===== src/rtl/xlate_pkg.sv =====
package xlate_pkg;
    // flag positions inside a table entry
    localparam int FLG_PRESENT  = 0;
    localparam int FLG_WRITABLE = 1;
    localparam int FLG_USER     = 2;
    localparam int FLG_ACCESSED = 5;
    localparam int FLG_DIRTY    = 6;

    // error code bit positions
    localparam int CODE_W    = 3;
    localparam int CODE_PROT = 0;
    localparam int CODE_WR   = 1;
    localparam int CODE_USR  = 2;

    localparam int WALK_LEVELS = 2;

    typedef enum logic [2:0] {
        ST_IDLE,
        ST_DIR_RD,
        ST_TBL_RD,
        ST_DIR_WB,
        ST_TBL_WB,
        ST_DONE,
        ST_FAULT
    } walk_state_e;
endpackage


===== src/rtl/xlate_addr_gen.sv =====
module xlate_addr_gen #(
    parameter int IDX_W = 10,
    parameter int OFF_W = 12,
    localparam int AW = 2 * IDX_W + OFF_W,
    localparam int FR_W = AW - OFF_W,
    localparam int SEL_W = OFF_W - IDX_W
) (
    input  logic [FR_W-1:0] root_frame,
    input  logic [AW-1:0]   lin,
    input  logic [FR_W-1:0] dir_frame,
    input  logic [FR_W-1:0] tbl_frame,
    output logic [AW-1:0]   dir_ent_addr,
    output logic [AW-1:0]   tbl_ent_addr,
    output logic [AW-1:0]   phys
);
    localparam int TBL_LO = OFF_W;
    localparam int DIR_LO = OFF_W + IDX_W;

    logic [IDX_W-1:0] dir_idx;
    logic [IDX_W-1:0] tbl_idx;
    logic [OFF_W-1:0] pg_off;

    always_comb begin
        dir_idx      = lin[AW-1:DIR_LO];
        tbl_idx      = lin[DIR_LO-1:TBL_LO];
        pg_off       = lin[OFF_W-1:0];
        dir_ent_addr = {root_frame, dir_idx, {SEL_W{1'b0}}};
        tbl_ent_addr = {dir_frame, tbl_idx, {SEL_W{1'b0}}};
        phys         = {tbl_frame, pg_off};
    end
endmodule


===== src/rtl/xlate_perm_chk.sv =====
module xlate_perm_chk #(
    parameter int LEVELS = 2
) (
    input  logic [LEVELS-1:0] usr_bits,
    input  logic [LEVELS-1:0] wr_bits,
    input  logic              is_write,
    input  logic              is_user,
    output logic              perm_ok
);
    logic [LEVELS-1:0] lvl_ok;

    for (genvar g = 0; g < LEVELS; g++) begin : g_lvl
        always_comb begin
            lvl_ok[g] = 1'b1;
            if (is_user && !usr_bits[g])
                lvl_ok[g] = 1'b0;
            if (is_user && is_write && !wr_bits[g])
                lvl_ok[g] = 1'b0;
        end
    end

    assign perm_ok = &lvl_ok;
endmodule


===== src/rtl/xlate_entry_upd.sv =====
module xlate_entry_upd
    import xlate_pkg::*;
#(
    parameter int EW = 32
) (
    input  logic [EW-1:0] entry_in,
    input  logic          mark_dirty,
    output logic [EW-1:0] entry_out,
    output logic          changed
);
    always_comb begin
        entry_out               = entry_in;
        entry_out[FLG_ACCESSED] = 1'b1;
        if (mark_dirty)
            entry_out[FLG_DIRTY] = 1'b1;
        changed = (entry_out != entry_in);
    end
endmodule


===== src/rtl/xlate_walker.sv =====
module xlate_walker
    import xlate_pkg::*;
#(
    parameter int IDX_W = 10,
    parameter int OFF_W = 12,
    localparam int AW = 2 * IDX_W + OFF_W,
    localparam int FR_W = AW - OFF_W
) (
    input  logic              clk,
    input  logic              rst_n,
    input  logic              req_valid,
    input  logic [AW-1:0]     req_lin_addr,
    input  logic              req_write,
    input  logic              req_user,
    input  logic              paging_en,
    input  logic [FR_W-1:0]   root_frame,
    output logic              busy,
    output logic              done,
    output logic              fault,
    output logic [AW-1:0]     phys_addr,
    output logic [AW-1:0]     fault_addr,
    output logic [CODE_W-1:0] fault_code,
    output logic              mem_req,
    output logic              mem_we,
    output logic [AW-1:0]     mem_addr,
    output logic [AW-1:0]     mem_wdata,
    input  logic              mem_ack,
    input  logic [AW-1:0]     mem_rdata
);
    walk_state_e state, nxt;

    logic [AW-1:0]     lin_q;
    logic              wr_q;
    logic              usr_q;
    logic [AW-1:0]     pde_q;
    logic [AW-1:0]     pte_q;
    logic [AW-1:0]     phys_q;
    logic [AW-1:0]     flt_addr_q;
    logic [CODE_W-1:0] flt_code_q;

    logic [AW-1:0] pte_cur;
    logic [AW-1:0] dir_ent_addr;
    logic [AW-1:0] tbl_ent_addr;
    logic [AW-1:0] phys_calc;
    logic          perm_ok;
    logic          flt_prot;
    logic [CODE_W-1:0] code_nxt;

    logic [WALK_LEVELS-1:0][AW-1:0] upd_in;
    logic [WALK_LEVELS-1:0][AW-1:0] upd_out;
    logic [WALK_LEVELS-1:0]         upd_dirty;
    logic [WALK_LEVELS-1:0]         upd_chg;
    logic [WALK_LEVELS-1:0]         lvl_usr;
    logic [WALK_LEVELS-1:0]         lvl_wr;

    // the table entry is examined straight off the read data in the read cycle
    assign pte_cur = (state == ST_TBL_RD) ? mem_rdata : pte_q;

    xlate_addr_gen #(.IDX_W(IDX_W), .OFF_W(OFF_W)) u_addr (
        .root_frame   (root_frame),
        .lin          (lin_q),
        .dir_frame    (pde_q[AW-1:OFF_W]),
        .tbl_frame    (pte_cur[AW-1:OFF_W]),
        .dir_ent_addr (dir_ent_addr),
        .tbl_ent_addr (tbl_ent_addr),
        .phys         (phys_calc)
    );

    assign upd_in[0]    = pde_q;
    assign upd_in[1]    = pte_cur;
    assign upd_dirty[0] = 1'b0;
    assign upd_dirty[1] = wr_q;

    for (genvar g = 0; g < WALK_LEVELS; g++) begin : g_upd
        xlate_entry_upd #(.EW(AW)) u_upd (
            .entry_in   (upd_in[g]),
            .mark_dirty (upd_dirty[g]),
            .entry_out  (upd_out[g]),
            .changed    (upd_chg[g])
        );
        assign lvl_usr[g] = upd_in[g][FLG_USER];
        assign lvl_wr[g]  = upd_in[g][FLG_WRITABLE];
    end

    xlate_perm_chk #(.LEVELS(WALK_LEVELS)) u_perm (
        .usr_bits (lvl_usr),
        .wr_bits  (lvl_wr),
        .is_write (wr_q),
        .is_user  (usr_q),
        .perm_ok  (perm_ok)
    );

    // state register
    always_ff @(posedge clk) begin
        if (!rst_n)
            state <= ST_IDLE;
        else
            state <= nxt;
    end

    // next state
    always_comb begin
        nxt      = state;
        flt_prot = 1'b0;
        unique case (state)
            ST_IDLE: begin
                if (req_valid)
                    nxt = paging_en ? ST_DIR_RD : ST_DONE;
            end
            ST_DIR_RD: begin
                if (mem_ack)
                    nxt = mem_rdata[FLG_PRESENT] ? ST_TBL_RD : ST_FAULT;
            end
            ST_TBL_RD: begin
                if (mem_ack) begin
                    if (!mem_rdata[FLG_PRESENT]) begin
                        nxt = ST_FAULT;
                    end else if (!perm_ok) begin
                        nxt      = ST_FAULT;
                        flt_prot = 1'b1;
                    end else if (upd_chg[0]) begin
                        nxt = ST_DIR_WB;
                    end else if (upd_chg[1]) begin
                        nxt = ST_TBL_WB;
                    end else begin
                        nxt = ST_DONE;
                    end
                end
            end
            ST_DIR_WB: begin
                if (mem_ack)
                    nxt = upd_chg[1] ? ST_TBL_WB : ST_DONE;
            end
            ST_TBL_WB: begin
                if (mem_ack)
                    nxt = ST_DONE;
            end
            ST_DONE:  nxt = ST_IDLE;
            ST_FAULT: nxt = ST_IDLE;
            default:  nxt = ST_IDLE;
        endcase
    end

    always_comb begin
        code_nxt            = '0;
        code_nxt[CODE_PROT] = flt_prot;
        code_nxt[CODE_WR]   = wr_q;
        code_nxt[CODE_USR]  = usr_q;
    end

    // walk registers
    always_ff @(posedge clk) begin
        if (!rst_n) begin
            lin_q      <= '0;
            wr_q       <= 1'b0;
            usr_q      <= 1'b0;
            pde_q      <= '0;
            pte_q      <= '0;
            phys_q     <= '0;
            flt_addr_q <= '0;
            flt_code_q <= '0;
        end else begin
            if (state == ST_IDLE && req_valid) begin
                lin_q  <= req_lin_addr;
                wr_q   <= req_write;
                usr_q  <= req_user;
                phys_q <= req_lin_addr;
            end
            if (state == ST_DIR_RD && mem_ack)
                pde_q <= mem_rdata;
            if (state == ST_TBL_RD && mem_ack) begin
                pte_q  <= mem_rdata;
                phys_q <= phys_calc;
            end
            if (nxt == ST_FAULT && state != ST_FAULT) begin
                flt_addr_q <= lin_q;
                flt_code_q <= code_nxt;
            end
        end
    end

    // outputs
    always_comb begin
        busy      = (state != ST_IDLE);
        done      = (state == ST_DONE);
        fault     = (state == ST_FAULT);
        mem_req   = 1'b0;
        mem_we    = 1'b0;
        mem_addr  = '0;
        mem_wdata = '0;
        unique case (state)
            ST_DIR_RD: begin
                mem_req  = 1'b1;
                mem_addr = dir_ent_addr;
            end
            ST_TBL_RD: begin
                mem_req  = 1'b1;
                mem_addr = tbl_ent_addr;
            end
            ST_DIR_WB: begin
                mem_req   = 1'b1;
                mem_we    = 1'b1;
                mem_addr  = dir_ent_addr;
                mem_wdata = upd_out[0];
            end
            ST_TBL_WB: begin
                mem_req   = 1'b1;
                mem_we    = 1'b1;
                mem_addr  = tbl_ent_addr;
                mem_wdata = upd_out[1];
            end
            default: begin
                mem_req = 1'b0;
            end
        endcase
    end

    assign phys_addr  = phys_q;
    assign fault_addr = flt_addr_q;
    assign fault_code = flt_code_q;
endmodule


===== config.mk =====
export PLATFORM = sky130hd
export DESIGN_NAME = xlate_walker
export DESIGN_NICKNAME = d
export VERILOG_FILES = /design/src/rtl/xlate_pkg.sv /design/src/rtl/xlate_addr_gen.sv /design/src/rtl/xlate_perm_chk.sv /design/src/rtl/xlate_entry_upd.sv /design/src/rtl/xlate_walker.sv
export SDC_FILE = /design/constraint.sdc
export NUM_CORES = 1
export LEC_CHECK = 0
export BUFFER_PORTS_ARGS = -buffer_cell sky130_fd_sc_hd__buf_2
export CAP_MARGIN = 20
export CORE_MARGIN = 4
export CORE_UTILIZATION = 46
export CTS_BUF_LIST = sky130_fd_sc_hd__clkbuf_8
export CTS_CLUSTER_SIZE = 28
export DETAILED_ROUTE_END_ITERATION = 12
export PLACE_DENSITY = 0.83
export SLEW_MARGIN = 20
export SYNTH_ARGS = -nofsm -noshare
export SYNTH_HDL_FRONTEND = slang
export SYNTH_SLANG_ARGS = --single-unit

===== constraint.sdc =====
create_clock -name clk -period 2.2 [get_ports clk]
set_clock_uncertainty 0.15 [all_clocks]
set_input_delay 0.22 -clock clk [delete_from_list [all_inputs] [get_ports clk]]
set_output_delay 0.22 -clock clk [all_outputs]
set_load 0.02 [all_outputs]

==> out/results.ini <==
[place]
dp.cells=1197
place_congestion=0.897
dpl.hpwl_um=14500
io_buffers=224

[yosys]
ys_warn_count=0
syn_inst=836
synth-edff-count=0
yosysMostFrequentCell=nand2_1
ys_types=36
async_flop_share_pct=0
ys_ff_latch=168
syn_avg_cell_area_um2=8.19
yosysSeqAreaShare_pct=49.1
yosysTopAreaCell=dfxtp_1
yosysTopAreaCellShare_pct=49.1
synthFlopType=dfxtp_1
synth_area_mm2=0.00684
synth_common_cells=320 x nand2_1, 168 x dfxtp_1, 102 x a21oi_1, 60 x a22o_1, 53 x clkbuf_1
synthTopCellsByArea=dfxtp_1 49%, nand2_1 18%, a22o_1 7.7%, a21oi_1 7.5%, mux2i_1 5.6%

[clocking]
numCtsBuffers=17
cts-root-buf=clkbuf_8
clockBufferDepth=2
cts_tree=built
insertion_delay_ps=470
htree_levels=4
clock-sinks=168
clk_pin_slew_ps=100

[global_route]
overflow=0
busiest_layer=met2
gr-usage-met1_pct=34.9
grt_pass1_vias=6861
met2_usage_pct=43.5
grt_max_degree=51
antenna_found_initial=0
grt_pass1_wl_um=36000
grtUsageMet3_pct=7.12
track_usage_pct=27.3

[detailed_routing]
drt_wl_total_um=25800
drc=0
avgViaCountPerCell=5.59
wl_per_cell_um=19.5
drt_iter0_drc=663
ant_nets=0
dr.pass1.iters=6
num_vias=7395

[sta]
setup_viol=13
rsz0062_at_grt=yes
hold_viol_final=0
fin_crit_sh_pct=102
maxSlewViolCount=0
fin_ws_ps=-47.3
max_freq_mhz=445
period_needed_ps=2250

[floorplan]
start_util_pct=47.1
pin_count=227
row_count=44
fp.dieH_um=130
die_w_um=130
core-area_mm2=0.0145
die_area_mm2=0.0169

[setup_path]
cp_slowest_cell=dfxtp_4
rrSetupSlack_ps=-50
reg2reg_depth=8
path_cells=buf_4 > nor3b_4 > mux2i_2 > o22ai_2 > a211oi_4 > buf_12 > clkbuf_16 > mux2i_1
crit_buf_inv=3
arrival_ps=2490
start_kind=flop
crit_path_max_fanout=9
cp-end-kind=flop
worstPathRequired_ps=2440
slowest_delay_ps=360
r2r-start=state[2]
reg2reg_to=fault_addr[6]
path_class=reg2reg
cp_top_family=multiplexers
startpoint=state[2]

[layout]
regArea_mm2=0.00337
drive_gt1_share_pct=29.5
fin_cells=1322
multiInputGateArea_mm2=0.00320
nFillCells=1091
fin_nets=1215
final_util_pct=69.5
synthToLayoutAreaGrowth_pct=47.5

[hold_path]
hold_path_depth=3
hp-start=rst_n
hold_path_end=fault_code[1]
hold_path.class=in2reg

[status]
status=finished, violations left
violations=negative setup slack

[power_and_ir_drop]
total_power_mw=7.43
p_leak_nw=4.40
power_density_mw_per_mm2=736
vdd_drop_max_mv=0.502

[flow_run]
cap_violations=0

-- timing repair --
| action | CTS | global route |
|---|---|---|
| setup buffers | 5 | 10 |
| pin swaps | 5 | 5 |
| hold endpoints to repair | 132 | 0 |
| gates cloned | 3 | 8 |
| setup endpoints to repair | 63 | 139 |
| hold buffers | 67 | 0 |
| resized for setup | 39 | 115 |
-- metrics by stage --
step	setup slack (ps)	setup TNS, ps	instance area, um2	hold slack [ps]
final	-47.3	-163	10100	48.9
after global routing	-141	-5070	10100	51.5
after CTS	-0.259	-0.259	9440	14.2
after detailed placement	38.6	0	8110	298
after global placement	164	0	8110	291
after floorplan	171	0	6850	206
-- power breakdown --
group          switching [mW]  internal, mW
Combinational           0.970         0.708
Sequential              0.127          3.22
Clock                    1.22          1.18
-- how the worst max path moves through the flow --
stage / end / cells past startpoint
2_1_floorplan: fault_addr[10] / 8
3_3_place_gp: fault_addr[18] / 6
3_5_place_dp: fault_addr[4] / 6
4_1_cts: fault_addr[4] / 8
5_1_grt: fault_addr[6] / 8
6_report: fault_addr[6] / 8
-- placed cells by master, fill, tap and decap left out, types with 3 or more instances in the layout --
| master | count |
|---|---|
| dfxtp_1 | 165 |
| clkbuf_16 | 7 |
| buf_4 | 37 |
| bufinv_16 | 3 |
| buf_12 | 8 |
| a21oi_1 | 101 |
| dlygate4sd3_1 | 67 |
| a22o_1 | 59 |
| and2_4 | 3 |
| clkinvlp_4 | 3 |
| o21ai_0 | 6 |
| nand2_1 | 317 |
| clkbuf_8 | 18 |
| buf_6 | 56 |
| buf_16 | 3 |
| a31oi_1 | 34 |
| inv_1 | 4 |
| mux2i_2 | 3 |
| mux2i_1 | 35 |
| clkinv_4 | 3 |
| inv_6 | 3 |
| buf_2 | 161 |
-- registers in the layout, indices dropped and copies added, names as in the netlist --
name	count
fault_addr	32
lin_q	32
pde_q	32
phys_addr	32
pte_q	32
fault_code	3
state	3
usr_q	1
wr_q	1
-- final cells by class --
class / instances / share of cell area, %
sequential: 168 / 33.4
multi-input combinational: 591 / 31.7
timing repair buffer: 341 / 28.1
clock buffer: 18 / 2.45
tap: 184 / 2.28
clock inverter: 14 / 1.86
inverter: 5 / 0.211
antenna: 1 / 0.0248
-- tightest hold or removal path, delay by kind of cell --
kind	cells	cell delay, ps
muxes	1	50
buffers and inverters	1	230
and+or+nand+nor	1	110
-- routing by layer --
layer | vias up | routed length [um]
li1 | 3407 | -
met1 | 3451 | 10100
met2 | 445 | 12500
met3 | 92 | 2160
met4 | 0 | 1060
met5 | - | 0
-- cell families (layout without fill, tap and decap cells) --
group	Yosys count	in the layout	synth area share, %
compound gates	209	209	19.6
simple gates	341	341	19.8
mux	38	38	5.56
other cells	1	3	0.0548
buf+inv	78	378	5.69
xor+xnor	1	1	0.128
flops	168	168	49.1
(Power assumes the default switching activity.)
